[src/rtl/fbb_pkg.sv]
package fbb_pkg;
    localparam int BYTE_W = 8;
    typedef logic [BYTE_W-1:0] byte_t;
endpackage

[src/rtl/fbb_strobe_edge.sv]
module fbb_strobe_edge (
    input  logic clk,
    input  logic rst_n,
    input  logic strobe_n,
    output logic fall
);
    typedef struct packed {
        logic prev;
    } edge_state_t;

    edge_state_t s_d, s_q;

    always_comb begin
        s_d      = s_q;
        s_d.prev = strobe_n;
    end

    always_ff @(posedge clk or negedge rst_n) begin
        if (!rst_n) s_q <= '{prev: 1'b1};
        else        s_q <= s_d;
    end

    assign fall = s_q.prev & ~strobe_n;

    // a held strobe cannot fire on two consecutive cycles
    assert_single_fire_R9: assert property (@(posedge clk) disable iff (!rst_n)
        fall |=> !fall);
endmodule

[src/rtl/fbb_rx_fifo.sv]
module fbb_rx_fifo
    import fbb_pkg::*;
#(
    parameter int DEPTH = 16
) (
    input  logic  clk,
    input  logic  rst_n,
    input  logic  push,
    input  byte_t push_data,
    input  logic  pop,
    output byte_t head,
    output logic  empty,
    output logic  full,
    output logic  dropped
);
    localparam int PTR_W = (DEPTH > 1) ? $clog2(DEPTH) : 1;
    localparam int CNT_W = $clog2(DEPTH + 1);

    typedef struct packed {
        logic [DEPTH-1:0][BYTE_W-1:0] mem;
        logic [PTR_W-1:0]             wr_ptr;
        logic [PTR_W-1:0]             rd_ptr;
        logic [CNT_W-1:0]             count;
    } fifo_state_t;

    fifo_state_t s_d, s_q;
    logic do_push, do_pop;

    always_comb begin
        s_d     = s_q;
        do_push = push && !full;
        do_pop  = pop && !empty;
        if (do_push) begin
            s_d.mem[s_q.wr_ptr] = push_data;
            s_d.wr_ptr = (s_q.wr_ptr == PTR_W'(DEPTH - 1)) ? '0 : s_q.wr_ptr + 1'b1;
        end
        if (do_pop) begin
            s_d.rd_ptr = (s_q.rd_ptr == PTR_W'(DEPTH - 1)) ? '0 : s_q.rd_ptr + 1'b1;
        end
        case ({do_push, do_pop})
            2'b10:   s_d.count = s_q.count + 1'b1;
            2'b01:   s_d.count = s_q.count - 1'b1;
            default: s_d.count = s_q.count;
        endcase
    end

    always_ff @(posedge clk or negedge rst_n) begin
        if (!rst_n) s_q <= '0;
        else        s_q <= s_d;
    end

    assign head    = s_q.mem[s_q.rd_ptr];
    assign empty   = (s_q.count == '0);
    assign full    = (s_q.count == CNT_W'(DEPTH));
    assign dropped = push && full;

    // a push into a full queue leaves the occupancy unchanged
    assert_drop_full_R11: assert property (@(posedge clk) disable iff (!rst_n)
        (push && full && !pop) |=> (s_q.count == $past(s_q.count)));
    // a pop from an empty queue leaves it empty
    assert_pop_empty_R4: assert property (@(posedge clk) disable iff (!rst_n)
        (pop && empty && !push) |=> empty);
endmodule

[src/rtl/fbb_tx_credit.sv]
module fbb_tx_credit
    import fbb_pkg::*;
#(
    parameter int CREDIT_W = 8
) (
    input  logic                clk,
    input  logic                rst_n,
    input  logic                grant,
    input  logic [CREDIT_W-1:0] grant_count,
    input  logic                wr_fire,
    input  byte_t               wdata,
    output logic                has_credit,
    output logic                tx_valid,
    output byte_t               tx_data
);
    typedef struct packed {
        logic [CREDIT_W-1:0] credit;
        logic                valid;
        byte_t               data;
    } credit_state_t;

    credit_state_t s_d, s_q;
    logic [CREDIT_W-1:0] base;
    logic                take;

    always_comb begin
        s_d      = s_q;
        base     = grant ? grant_count : s_q.credit;
        take     = wr_fire && (base != '0);
        s_d.credit = take ? base - 1'b1 : base;
        s_d.valid  = take;
        if (take) s_d.data = wdata;
    end

    always_ff @(posedge clk or negedge rst_n) begin
        if (!rst_n) s_q <= '0;
        else        s_q <= s_d;
    end

    assign has_credit = (s_q.credit != '0);
    assign tx_valid   = s_q.valid;
    assign tx_data    = s_q.data;

    // an accepted write consumes exactly one unit of credit
    assert_credit_step_R7: assert property (@(posedge clk) disable iff (!rst_n)
        (wr_fire && !grant && has_credit) |=> (s_q.credit == $past(s_q.credit) - 1'b1));
    // a write without credit produces no transmit pulse
    assert_no_credit_R8: assert property (@(posedge clk) disable iff (!rst_n)
        (wr_fire && !grant && !has_credit) |=> !tx_valid);
endmodule

[src/rtl/fifo_byte_bridge.sv]
module fifo_byte_bridge
    import fbb_pkg::*;
#(
    parameter int RX_DEPTH = 16,
    parameter int CREDIT_W = 8
) (
    input  logic                clk,
    input  logic                rst_n,
    input  logic                cpu_rd_n,
    input  logic                cpu_wr_n,
    input  logic [7:0]          cpu_wdata,
    output logic [7:0]          cpu_rdata,
    output logic                cpu_rdata_oe,
    output logic                cpu_rxf_n,
    output logic                cpu_txe_n,
    input  logic                host_push,
    input  logic [7:0]          host_push_data,
    input  logic                host_grant,
    input  logic [CREDIT_W-1:0] host_grant_count,
    output logic                host_tx_valid,
    output logic [7:0]          host_tx_data,
    output logic                host_overflow,
    output logic                proto_err
);
    typedef struct packed {
        byte_t hold;
        logic  oe;
        logic  perr;
        logic  ovf;
    } top_state_t;

    top_state_t s_d, s_q;
    logic  rd_fall, wr_fall, rd_try, rd_take;
    logic  q_empty, q_full, q_dropped, has_credit;
    byte_t q_head;

    fbb_strobe_edge u_rd_edge (.clk(clk), .rst_n(rst_n), .strobe_n(cpu_rd_n), .fall(rd_fall));
    fbb_strobe_edge u_wr_edge (.clk(clk), .rst_n(rst_n), .strobe_n(cpu_wr_n), .fall(wr_fall));

    // write wins: a read edge during a low write strobe is discarded
    assign rd_try  = rd_fall && cpu_wr_n;
    assign rd_take = rd_try && !q_empty;

    fbb_rx_fifo #(.DEPTH(RX_DEPTH)) u_rx (
        .clk(clk), .rst_n(rst_n),
        .push(host_push), .push_data(host_push_data),
        .pop(rd_try), .head(q_head),
        .empty(q_empty), .full(q_full), .dropped(q_dropped)
    );

    fbb_tx_credit #(.CREDIT_W(CREDIT_W)) u_tx (
        .clk(clk), .rst_n(rst_n),
        .grant(host_grant), .grant_count(host_grant_count),
        .wr_fire(wr_fall), .wdata(cpu_wdata),
        .has_credit(has_credit),
        .tx_valid(host_tx_valid), .tx_data(host_tx_data)
    );

    always_comb begin
        s_d = s_q;
        if (cpu_rd_n)     s_d.oe = 1'b0;
        else if (rd_take) s_d.oe = 1'b1;
        if (rd_take)      s_d.hold = q_head;
        s_d.perr = s_q.perr | (~cpu_rd_n & ~cpu_wr_n);
        s_d.ovf  = s_q.ovf | q_dropped;
    end

    always_ff @(posedge clk or negedge rst_n) begin
        if (!rst_n) s_q <= '0;
        else        s_q <= s_d;
    end

    assign cpu_rdata_oe  = s_q.oe & ~cpu_rd_n;
    assign cpu_rdata     = cpu_rdata_oe ? s_q.hold : '0;
    assign cpu_rxf_n     = q_empty;
    assign cpu_txe_n     = ~has_credit;
    assign host_overflow = s_q.ovf;
    assign proto_err     = s_q.perr;

    // the protocol error flag never clears before reset
    assert_err_sticky_R10: assert property (@(posedge clk) disable iff (!rst_n)
        proto_err |=> proto_err);
    // the overflow flag never clears before reset
    assert_ovf_sticky_R11: assert property (@(posedge clk) disable iff (!rst_n)
        host_overflow |=> host_overflow);
    // a read edge blocked by a low write strobe cannot enable the bus
    assert_read_blocked_R10: assert property (@(posedge clk) disable iff (!rst_n)
        (rd_fall && !cpu_wr_n && !s_q.oe) |=> !cpu_rdata_oe);
endmodule

[config.mk]
export PLATFORM = sky130hd
export DESIGN_NAME = fifo_byte_bridge
export DESIGN_NICKNAME = d
export VERILOG_FILES = /design/src/rtl/fbb_pkg.sv /design/src/rtl/fbb_strobe_edge.sv /design/src/rtl/fbb_rx_fifo.sv /design/src/rtl/fbb_tx_credit.sv /design/src/rtl/fifo_byte_bridge.sv
export SDC_FILE = /design/constraint.sdc
export NUM_CORES = 1
export LEC_CHECK = 0
export BUFFER_PORTS_ARGS = -buffer_cell sky130_fd_sc_hd__buf_4
export CORE_ASPECT_RATIO = 1.5
export CORE_MARGIN = 4
export CORE_UTILIZATION = 40
export DETAILED_ROUTE_END_ITERATION = 10
export GPL_TIMING_DRIVEN = 1
export HOLD_SLACK_MARGIN = 0.15
export MAX_ROUTING_LAYER = met4
export SLEW_MARGIN = 15
export SYNTH_ARGS = -nofsm -noshare
export SYNTH_HDL_FRONTEND = slang
export SYNTH_SLANG_ARGS = --single-unit
[constraint.sdc]
create_clock -name clk -period 8.7 [get_ports clk]
set_input_delay 1.74 -clock clk [delete_from_list [all_inputs] [get_ports clk]]
set_output_delay 1.74 -clock clk [all_outputs]
set_load 0.03 [all_outputs]
==> qor.txt <==
Status = finished, final reports clean
Post-Layout Cell Count = 862
I/O pin total = 52
Synth Area in Compound Gates = 4.11%
Dpl cells = 830
WP buf/inv = 2
Final wirelength = 17800 um
Die width = 125 um
Worst skew pair latency = 0.43 ns
GRT overflow = 0
EDFF count, synth = 0
Post-synth cell types = 52
Flop pwr share = 42.2%
Slew margin rel. = 28.1%
Nets = 631
Final Hold Fails = 0
Req. time, crit path = 6.96 ns
Pleak = 0.00406 uW
XOR/XNOR Fraction of Synth Area = 1.18%
Synth area leader = dfrtp_1
Vias = 4678
Vias/cell = 5.43
Largest family of logic cells by synthesized area = multiplexers
Initial Util = 41.1%
#FFs+latches synth = 171
Part of the Yosys area used for sequential elements = 52.2%
Final ANT Viol Nets = 0
Worst slew pin tran = 1.08 ns
Worst Clk Skew = 0.0105 ns
Tcrit/Tclk final = 52.9%
Syn Nets = 598
Post-CTS sizing = 0
Clock power frac = 23.4%
Yosys top cell area share = 51.6%
Core area = 0.0199 mm^2
Synth area leaders = dfrtp_1, mux2_2, mux4_2, nand3_4, ha_1
Largest net degree at the start of global routing = 99
CTS tree = built
RePlAce Congestion = 0.801
Fin. max-slew vios = 0
Syn Inst Count = 556
Setup Fix Bufs, Post-CTS = 0
Final HPWL DP = 11800 um
Power per cell area = 348 mW/mm^2
Initial antenna violation count = 0
H-tree Lvls = 4
Cell-internal power = 2190 uW
DR WL/cell = 20.6 um
Ys async rst share = 100%
Min-delay worst type = flop to flop
P_sw = 1040 uW
Total GRT Usage = 17.1%
Crit path top cell by count = buf_4
CTS sink cnt = 171
Post-CTS Hold Buffers = 0
Fmax achieved = 217 MHz
Crit-path max cell delay = 0.58 ns
Ratio of cells with drive above 1 in the final layout = 47.8%
DIE HEIGHT = 183 um
Setup Total Neg Slack = 0 ns
Vias in the first global route = 5184
Sw Ratio = 32.2%
DRT iter0 DRCs = 221
Inserted Diodes = 0
Mux share of post-synthesis cell area = 30.0%
Tmin final = 4.60 ns
Worst endpoint data arrival time = 2.86 ns
Total CTS buffers = 17
DIE AREA = 0.0229 mm^2
Clock Tree Root = clkbuf_16
Max-cap violation count = 0
RSZ-0062 raised after global routing = no
Logic pwr share = 34.4%
Clock Path Buffers = 2
Worst setup EP type = output port
CP max-delay cell = nor2b_1
Post-synthesis cell area = 0.00820 mm^2
Setup violations, final = 0
CP delay by family, top = simple AND/OR/NAND/NOR gates
Synth Flop Type = dfrtp_1
Port bufs = 51
DR pass1 iterations = 4
Crit-path cells = buf_4 -> nor2b_1 -> and2_1 -> buf_4
Peak supply drop = 0.156 mV
Synth Area in Simple Gates = 7.13%
Clock slew at reported path FFs = 0.07 ns
Syn. warnings = 0
Critical Setup Path Class = primary input to output port
First-pass GRT wire length = 29300 um
Crit Path Max Fanout = 10
Post-Synth Adder-Cell Area = 1.92%
DRC viols = 0
P&R area growth vs syn = 13.2%
CP startpoint kind = primary input
Synth Area per Inst = 14.7 um^2
Row Count = 63
cell type report:
class                      count  area [um^2]
tap                          260          325
inverter                      10         37.5
sequential                   171         4280
timing repair buffer          55          417
clock inverter                13          139
fill                        1754        10700
multi-input combinational    334         3630
clock buffer                  19          443
metrics by stage:
| stage | hold slack [ns] | power, uW | cell area (um^2) | setup WS, ns | utilization [%] |
|---|---|---|---|---|---|
| 3_5_place_dp | 0.475 | 2510 | 8700 | 4.10 | 43.6 |
| 5_1_grt | 0.509 | 3420 | 9280 | 4.01 | 46.5 |
| 3_3_place_gp | 0.465 | 2440 | 8700 | 4.15 | 43.6 |
| 2_1_floorplan | 0.465 | 2210 | 8200 | 4.34 | - |
| 6_report | 0.483 | 3230 | 9280 | 4.10 | 46.5 |
| 4_1_cts | 0.491 | 3270 | 9280 | 4.09 | 46.5 |
synth_stat cells (2+ instances only):
cell,instances
nand4_2,4
inv_1,10
nor2_1,11
dfstp_2,2
mux2_2,141
mux4_2,28
nand2_1,9
o22ai_1,16
o21ai_0,9
and2_1,9
or2_2,2
buf_6,4
mux4_1,4
o21ai_2,2
nand3_1,6
clkbuf_1,12
xor2_1,3
buf_2,9
nor4_1,2
nand3_4,10
nor3_1,6
dfrtp_1,169
buf_1,5
mux2_1,5
nor3b_1,2
nand3_2,2
a21oi_1,12
buf_4,10
ha_1,11
xnor2_1,8
mux2i_1,8
nor2b_1,5
flip-flops by register name (all words and copies together) (netlist names):
register,cells
u_tx.tx_data,8
u_tx.s_q,8
u_tx.tx_valid,1
u_wr_edge.s_q,1
u_rx.s_q,141
proto_err,1
u_rd_edge.s_q,1
s_q,9
host_overflow,1
layer usage:
layer  vias to the layer above  GRT usage (%)  wire (um)
li1                       2127              -          -
met1                      2433           19.6       7320
met2                        94           29.6       9440
met3                        24           3.88        694
met4                         0           5.69        310
met5                         -              -          0
power groups by stage:
stage | Sequential, uW | Combinational, uW | Clock, uW
6_report | 1360 | 1110 | 756
2_1_floorplan | 1270 | 944 | 0
3_3_place_gp | 1350 | 1090 | 0
4_1_cts | 1360 | 1130 | 773
3_5_place_dp | 1380 | 1130 | 0
5_1_grt | 1410 | 1210 | 808
cell families after synthesis:
| family | Yosys count |
|---|---|
| flip-flops | 171 |
| buffers and inverters | 51 |
| XOR/XNOR | 11 |
| adder cells (fa/ha/maj) | 12 |
| AO/OA/AOI/OAI | 50 |
| multiplexers | 186 |
| AND/OR/NAND/NOR | 75 |
path summary, 6_finish.rpt:
kind / startpoint / endpoint / slack [ns] / cells past startpoint
max: cpu_rd_n / cpu_rdata[3] / 4.10 / 4
min: host_overflow / host_overflow / 0.48 / 1
max reg2reg: u_rx.s_q[0] / u_rx.s_q[4] / 5.40 / 10
min reg2reg: host_overflow / host_overflow / 0.48 / 1
max in group asynchronous: rst_n / u_rx.s_q[2] / 5.78 / 2
min in group asynchronous: rst_n / u_rx.s_q[111] / 1.40 / 1
cells in the final DEF, fill, tap and decap left out, drive strengths merged, types with 2 or more instances in the layout:
master and count:
a21oi 12, and2 9, buf 55, bufinv 2
clkbuf 19, clkinv 6, clkinvlp 2, dfrtp 169
dfstp 2, ha 11, inv 13, mux2 146
mux2i 8, mux4 32, nand2 10, nand3 18
nand4 5, nor2 11, nor2b 5, nor3 6
nor3b 2, nor4 4, o21ai 12, o22ai 16
or2 2, xnor2 8, xor2 3
No activity file was read; power rests on OpenSTA's default activity.
